`config.mk`:
```
export PLATFORM = sky130hd
export DESIGN_NAME = can_eof_monitor
export DESIGN_NICKNAME = d
export VERILOG_FILES = /design/src/rtl/can_eof_pkg.sv /design/src/rtl/eof_tracker.sv /design/src/rtl/eof_decider.sv /design/src/rtl/sat_counter.sv /design/src/rtl/can_eof_monitor.sv
export SDC_FILE = /design/constraint.sdc
export NUM_CORES = 1
export LEC_CHECK = 0
export BUFFER_PORTS_ARGS = -buffer_cell sky130_fd_sc_hd__buf_2
export CAP_MARGIN = 0
export CELL_PAD_IN_SITES_DETAIL_PLACEMENT = 1
export CELL_PAD_IN_SITES_GLOBAL_PLACEMENT = 1
export CORE_AREA = 4 4 63 65
export CTS_CLUSTER_DIAMETER = 80
export DETAILED_ROUTE_END_ITERATION = 8
export DIE_AREA = 0 0 67 69
export GPL_TIMING_DRIVEN = 1
export PLACE_DENSITY = 0.85
export SLEW_MARGIN = 15
export SYNTH_ARGS = -nofsm -noshare
export SYNTH_HDL_FRONTEND = slang
export SYNTH_SLANG_ARGS = --single-unit
```
`constraint.sdc`:
```
create_clock -name clk -period 2.5 [get_ports clk]
set_clock_uncertainty 0.15 [all_clocks]
set_input_delay 0.25 -clock clk [delete_from_list [all_inputs] [get_ports clk]]
set_output_delay 0.25 -clock clk [all_outputs]
set_load 0.02 [all_outputs]
```
`src/rtl/can_eof_pkg.sv`:
```
package can_eof_pkg;

  // Decision taken for one strobed end-of-frame bit.
  typedef struct packed {
    logic accept;   // receiver validation point reached cleanly
    logic done;     // transmitter saw the whole field recessive
    logic rx_err;   // receiver-side bus error
    logic tx_err;   // transmitter-side bus error
    logic finish;   // field is over after this bit
  } eof_verdict_t;

  typedef enum logic {
    ROLE_RX = 1'b0,
    ROLE_TX = 1'b1
  } eof_role_e;

endpackage

```
`src/rtl/eof_tracker.sv`:
```
module eof_tracker #(
  parameter int EOF_BITS = 7,
  parameter int PW       = $clog2(EOF_BITS + 1)
) (
  input  logic          clk,
  input  logic          rst_n,
  input  logic          bit_valid,
  input  logic          eof_start,
  input  logic          role_in,
  input  logic          finish,
  output logic          live,
  output logic [PW-1:0] pos,
  output logic          role_cur,
  output logic          active
);

  logic          active_q;
  logic [PW-1:0] pos_q;
  logic          role_q;

  // A start flag always restarts at bit 1, even mid-field.
  assign live     = bit_valid && (eof_start || active_q);
  assign pos      = eof_start ? PW'(1) : pos_q + PW'(1);
  assign role_cur = eof_start ? role_in : role_q;
  assign active   = active_q;

  always_ff @(posedge clk or negedge rst_n) begin
    if (!rst_n) begin
      active_q <= 1'b0;
      pos_q    <= '0;
      role_q   <= can_eof_pkg::ROLE_RX;
    end else if (live) begin
      role_q <= role_cur;
      if (finish) begin
        active_q <= 1'b0;
        pos_q    <= '0;
      end else begin
        active_q <= 1'b1;
        pos_q    <= pos;
      end
    end
  end

endmodule

```
`src/rtl/eof_decider.sv`:
```
module eof_decider
  import can_eof_pkg::*;
#(
  parameter int EOF_BITS   = 7,
  parameter int ACCEPT_BIT = 6,
  parameter int PW         = $clog2(EOF_BITS + 1)
) (
  input  logic          live,
  input  logic [PW-1:0] pos,
  input  logic          role_tx,
  input  logic          bit_rec,
  output eof_verdict_t  verdict
);

  localparam logic [PW-1:0] LastPos   = PW'(EOF_BITS);
  localparam logic [PW-1:0] AcceptPos = PW'(ACCEPT_BIT);

  always_comb begin
    verdict = '0;
    if (live) begin
      if (role_tx == ROLE_TX) begin
        // Transmitter: every bit of the field must be recessive.
        if (!bit_rec) begin
          verdict.tx_err = 1'b1;
          verdict.finish = 1'b1;
        end else if (pos == LastPos) begin
          verdict.done   = 1'b1;
          verdict.finish = 1'b1;
        end
      end else begin
        // Receiver: bits up to the validation point are checked.
        if (pos <= AcceptPos) begin
          if (!bit_rec) begin
            verdict.rx_err = 1'b1;
            verdict.finish = 1'b1;
          end else if (pos == AcceptPos) begin
            verdict.accept = 1'b1;
          end
        end
        if (pos == LastPos) verdict.finish = 1'b1;
      end
    end
  end

endmodule

```
`src/rtl/sat_counter.sv`:
```
module sat_counter #(
  parameter int W    = 8,
  parameter int STEP = 1
) (
  input  logic         clk,
  input  logic         rst_n,
  input  logic         inc,
  output logic [W-1:0] value
);

  localparam logic [W:0] MaxVal = {1'b0, {W{1'b1}}};

  logic [W-1:0] cnt_q;
  logic [W:0]   sum;

  assign sum   = {1'b0, cnt_q} + (W + 1)'(STEP);
  assign value = cnt_q;

  always_ff @(posedge clk or negedge rst_n) begin
    if (!rst_n)   cnt_q <= '0;
    else if (inc) cnt_q <= (sum > MaxVal) ? MaxVal[W-1:0] : sum[W-1:0];
  end

endmodule

```
`src/rtl/can_eof_monitor.sv`:
```
module can_eof_monitor
  import can_eof_pkg::*;
#(
  parameter int EOF_BITS   = 7,
  parameter int ACCEPT_BIT = 6,
  parameter int REC_W      = 8,
  parameter int TEC_W      = 9,
  parameter int REC_STEP   = 1,
  parameter int TEC_STEP   = 8
) (
  input  logic             clk,
  input  logic             rst_n,
  input  logic             bit_valid_i,
  input  logic             bit_rec_i,
  input  logic             eof_start_i,
  input  logic             role_tx_i,
  output logic             rx_accept_o,
  output logic             tx_success_o,
  output logic             tx_retry_o,
  output logic             err_frame_o,
  output logic [REC_W-1:0] rec_o,
  output logic [TEC_W-1:0] tec_o,
  output logic             eof_active_o
);

  localparam int PW = $clog2(EOF_BITS + 1);

  logic          live;
  logic [PW-1:0] pos;
  logic          role_cur;
  eof_verdict_t  verdict;

  eof_tracker #(.EOF_BITS(EOF_BITS), .PW(PW)) u_tracker (
    .clk       (clk),
    .rst_n     (rst_n),
    .bit_valid (bit_valid_i),
    .eof_start (eof_start_i),
    .role_in   (role_tx_i),
    .finish    (verdict.finish),
    .live      (live),
    .pos       (pos),
    .role_cur  (role_cur),
    .active    (eof_active_o)
  );

  eof_decider #(.EOF_BITS(EOF_BITS), .ACCEPT_BIT(ACCEPT_BIT), .PW(PW)) u_decider (
    .live    (live),
    .pos     (pos),
    .role_tx (role_cur),
    .bit_rec (bit_rec_i),
    .verdict (verdict)
  );

  sat_counter #(.W(REC_W), .STEP(REC_STEP)) u_rec (
    .clk   (clk),
    .rst_n (rst_n),
    .inc   (verdict.rx_err),
    .value (rec_o)
  );

  sat_counter #(.W(TEC_W), .STEP(TEC_STEP)) u_tec (
    .clk   (clk),
    .rst_n (rst_n),
    .inc   (verdict.tx_err),
    .value (tec_o)
  );

  always_ff @(posedge clk or negedge rst_n) begin
    if (!rst_n) begin
      rx_accept_o  <= 1'b0;
      tx_success_o <= 1'b0;
      tx_retry_o   <= 1'b0;
      err_frame_o  <= 1'b0;
    end else begin
      rx_accept_o  <= verdict.accept;
      tx_success_o <= verdict.done;
      tx_retry_o   <= verdict.tx_err;
      err_frame_o  <= verdict.rx_err | verdict.tx_err;
    end
  end

endmodule

```
# Word level (Yosys, flattened, before mapping)
# Cells that the tools add are included.
dict set report classes {
  n_addsub 3
  order_cmp 3
  n_eq_ne 2
  n_mux 21
  bitwise_logic 1
  reduce_logical 2
}
# op count
set op_table {}
lappend op_table {{two-way mux 1 bit} 16}
lappend op_table {{adder 9 x 4 -> 10 bit, second input constant} 1}
lappend op_table {{> comparator 10 x 9 -> 1 bit, second input constant} 1}
lappend op_table {{adder 8 x 1 -> 9 bit, second input constant} 1}
lappend op_table {{> comparator 9 x 8 -> 1 bit, second input constant} 1}
lappend op_table {{two-way mux 9 bit} 1}
lappend op_table {{two-way mux 8 bit} 1}
lappend op_table {{equality test 3 bit, second input constant} 2}
lappend op_table {{two-way mux 3 bit} 2}
lappend op_table {{two-way mux 5 bit} 1}
lappend op_table {{adder 3 x 1 -> 3 bit, second input constant} 1}
lappend op_table {{<= comparator 3 bit, second input constant} 1}
lappend op_table {{logical AND 1 bit} 1}
lappend op_table {{logical OR 1 bit} 1}
lappend op_table {{bitwise OR 1 bit} 1}
dict set report totals {
  regBits 26
  word_cells 41
}

# Logic depth before layout (Yosys ltp)
dict set report logic_depth {
  ltp_word 9
  ltp_mapped 6
  mapped_depth_nobuf 5
}

# Cells and area by module
# A second synthesis with hierarchy kept.
dict set report unflattened {
  cells_unflattened 128
  hier_area_um2 1295.0
}
# mod instances cells_per_inst area_per_inst_um2
set by_module_without_submodules {}
lappend by_module_without_submodules {{sat_counter at u_rec} 1 52 471.7}
lappend by_module_without_submodules {{sat_counter at u_tec} 1 31 347.8}
lappend by_module_without_submodules {eof_tracker 1 32 314.1}
lappend by_module_without_submodules {can_eof_monitor 1 5 106.4}
lappend by_module_without_submodules {eof_decider 1 8 55.1}

# Worst setup path after synthesis
# Ideal clock, no wire load.
dict set report synth_timing {
  path_type {register -> register}
  start {register u_tracker.pos_q[0]}
  end {register u_rec.cnt_q[0], in the netlist u_rec.value[0]}
  arrival_time_ns 1.602
  slack_ns 0.629
  stages_incl_launch_ff 7
  path_cell_list {dfrtp_1 ha_1 xnor2_1 o32a_2 buf_6 and2_4 o21a_1}
}
dict set report synth_between {
  elab_chain_cells 6
}
# item line_no
set synth_lines {}
lappend synth_lines {{start, declared} eof_tracker.sv:18} ;# logic [PW-1:0] pos_q;
lappend synth_lines {{start signal, assigned} eof_tracker.sv:39} ;# pos_q <= pos;
lappend synth_lines {{adder 3 x 1 -> 3 bit} eof_tracker.sv:23} ;# assign pos = eof_start ? PW'(1) : pos_q + PW'(1);
lappend synth_lines {{two-way mux 3 bit} eof_tracker.sv:23}
lappend synth_lines {{<= comparator 3 bit} eof_decider.sv:32} ;# if (pos <= AcceptPos) begin
lappend synth_lines {{two-way mux 1 bit} eof_decider.sv:32}
lappend synth_lines {{two-way mux 1 bit} eof_decider.sv:21} ;# if (role_tx == ROLE_TX) begin
lappend synth_lines {{two-way mux 5 bit} eof_decider.sv:20} ;# if (live) begin
lappend synth_lines {{end signal, assigned} sat_counter.sv:21} ;# else if (inc) cnt_q <= (sum > MaxVal) ? MaxVal[W-1:0] : sum[W-1:0];
lappend synth_lines {{end, declared} sat_counter.sv:13} ;# logic [W-1:0] cnt_q;
# Every way passes these cells.
# A chain may end at the register's enable or synchronous reset.

# Worst setup path after layout
dict set report layout_timing {
  start {register u_tracker.pos_q[0]}
  end {register u_rec.cnt_q[6], in the netlist u_rec.value[6]}
}
# Same word-level chain as after synthesis.

==> run_results.csv <==
group,metric,value,unit
outcome,run_status,"completed",
min_path,hp-start,"bit_valid_i",
min_path,whs_path_depth,2,
global_routing,gr-usage-all-layers,14.9,%
synth,ys_warn_count,0,
global_routing,grt_pass1_vias,1188,
floorplanning,die_h,69,um
global_routing,grt_max_degree,25,
timing,slew_headroom,57.2,%
timing,finalMaxSlewViolations,0,
synth,async_flop_share,100,%
synth,syn-mean-instance-area,9.64,um^2
clock_network,clkSlewWorstSetupHoldPaths,0.13,ns
min_path,min_to,"u_tracker.active",
critical_path,regToRegSetupSlack,0.40,ns
global_routing,antenna_found_initial,0,
power_and_ir_drop,leakage,0.000750,uW
floorplanning,die_w,67,um
place,io_buffer_count,27,
routing,avgViaCountPerCell,5.48,
timing,post-route-period-util,84.2,%
clock_network,clk_path_buf_depth,2,
timing,fin_setup_tns,0,ns
layout,largest_reg_flops,8,
floorplanning,core_area,0.00334,mm^2
synth,synth_cell_type_count,45,
timing,layout_setup_ws,0.396,ns
clock_network,cts_tree,"built",
place,dpl.cell_count,207,
critical_path,crit_path_end_kind,"flip-flop",
timing,rsz0062_at_grt,"no",
min_path,hold_class,"input pin to flip-flop",
floorplanning,start_util,40.5,%
timing,finalHoldViolCount,0,
synth,synthCells,140,
routing,dr_total_vias,1167,
clock_network,cts.sinks,24,
critical_path,crit_type,"flip-flop to flip-flop",
critical_path,cp-start-kind,"flip-flop",
layout,antennaDiodeCount,0,
routing,drtAntennaViolNets,0,
power_and_ir_drop,ir_worst_vdd,0.000370,V
critical_path,crit_fanout,13,
power_and_ir_drop,power_density,870,mW/mm^2
floorplanning,rows,21,
routing,drcViolationCount,0,
synth,yosys-top-cells-area,"dfrtp_1, a31oi_1, nand2_1",
critical_path,required,2.58,ns
clock_network,cts-root-buf,"clkbuf_4",
timing,worst_pin_slew,0.638,ns
layout,final_common_cell,"buf_2",
layout,layout_common_cells,"buf_2, dfrtp_1, nand2_1",
global_routing,overflow,0,
place,globalplace.congestion,0.775,
layout,nets,178,
synth,yosysTopAreaCellShare,44.5,%
synth,synth_seq_cells,24,
synth,yosysSeqAreaShare,44.5,%
critical_path,r2r-end,"u_rec.value[6]",
synth,synth_area,0.00135,mm^2
power_and_ir_drop,power.total,1370,uW
clock_network,cts_buffers,3,
place,dpl.hpwl,2.43,mm
layout,drive_gt1_share,25.7,%
synth,synth-edff-count,0,
timing,period_needed,2.10,ns
synth,yosysTopAreaCell,"dfrtp_1",
synth,synth_ff_type,"dfrtp_1",
clock_network,h-tree-depth,1,
routing,drt_iter0_drc,36,
floorplanning,die_area,0.00462,mm^2
critical_path,reg2reg_depth,5,
routing,wl_per_cell,15.1,um
synth,synth_nets,150,
routing,wl,3.22,mm
floorplanning,io_pins,28,
layout,finish.cell_count_without_fillers,213,
timing,setup_viol,0,
critical_path,worstReg2RegStart,"u_tracker.pos_q[0]",
clock_network,post_cts_resized,0,
place,post-place-ws,0.415,ns
critical_path,arrival,2.18,ns
flow_run,maxCapViolations,0,
timing,clock.fmax,475,MHz
layout,area_growth,16.9,%
global_routing,grt_pass1_wl,5.45,mm
clock_network,clock_latency,0.32,ns
routing,drt-pass1-iter-count,4,
-- cells by family after synthesis --
logic type | Yosys count | share of synthesized area, %
compound gates | 36 | 17.7
buf+inv | 11 | 4.45
simple gates | 61 | 26.6
fa+ha+maj | 4 | 3.71
mux | 3 | 2.41
flops | 24 | 44.5
xor+xnor | 1 | 0.649
-- per-layer routing --
layer | wire, um | up-vias | GRT usage, %
met5 | 0 | - | 0
met4 | 36 | 0 | 3.38
met3 | 139 | 4 | 3.90
met2 | 1690 | 22 | 27.1
met1 | 1360 | 572 | 16.7
li1 | - | 569 | -
-- metrics by stage --
stage               util (%)  hold slack [ns]  area (um^2)
floorplan                  -           -0.196         1350
global placement        45.1            0.105         1510
detailed placement      45.1            0.112         1510
CTS                     47.3          0.00189         1580
global route            47.3          0.00196         1580
finish                  47.3           0.0131         1580
-- cells in the mapped netlist, types with 2 or more instances --
cell	count
and4_1	2
nor2b_1	3
a21oi_1	7
inv_1	4
o31ai_1	2
dfrtp_1	24
buf_4	2
nand3_1	7
mux2_2	2
a31oi_1	12
nand2_1	14
nor3_1	2
nor2_1	7
ha_1	4
buf_2	3
o21a_1	3
a211oi_1	2
a21o_1	2
nand2b_1	5
nand4_1	2
and3_1	5
and2_1	2
and4b_1	2
-- how the worst max path moves through the flow --
stage,from,slack [ns],to,cells after the start
after floorplan,u_tracker.pos_q[0],0.63,u_rec.value[0],6
after detailed placement,u_tracker.pos_q[0],0.41,u_rec.value[6],5
after CTS,u_tracker.pos_q[0],0.38,u_rec.value[6],5
after global placement,u_tracker.pos_q[0],0.52,u_rec.value[6],5
final,u_tracker.pos_q[0],0.40,u_rec.value[6],5
after global routing,u_rec.value[0],0.29,u_rec.value[2],5
-- critical path, cell delays in order (launching register included) --
cell	delay (ns)
dfrtp_1	0.46
ha_1	0.26
xnor2_1	0.17
o32a_2	0.49
nand4_1	0.15
mux2_2	0.34
-- final cells by class --
| cell class | count | area, um^2 |
|---|---|---|
| fillers | 421 | 1760 |
| multi-input cells | 105 | 689 |
| flip-flops and latches | 24 | 601 |
| repair buffers | 30 | 163 |
| well taps | 46 | 57.6 |
| clock inverters | 1 | 30.0 |
| clock buffers | 3 | 22.5 |
| inverters | 4 | 15.0 |
-- power by group --
part,switching (uW),internal (uW),leakage (uW)
clock network,121,162,0.0000279
registers,147,469,0.000309
logic,282,190,0.000413
total,550,822,0.000750
-- repair_timing --
action / in CTS / in global routing
setup buffers: 0 / 0
endpoints found under the hold margin: 25 / 0
hold buffers: 2 / 0
No activity file was read; power rests on OpenSTA's default activity.
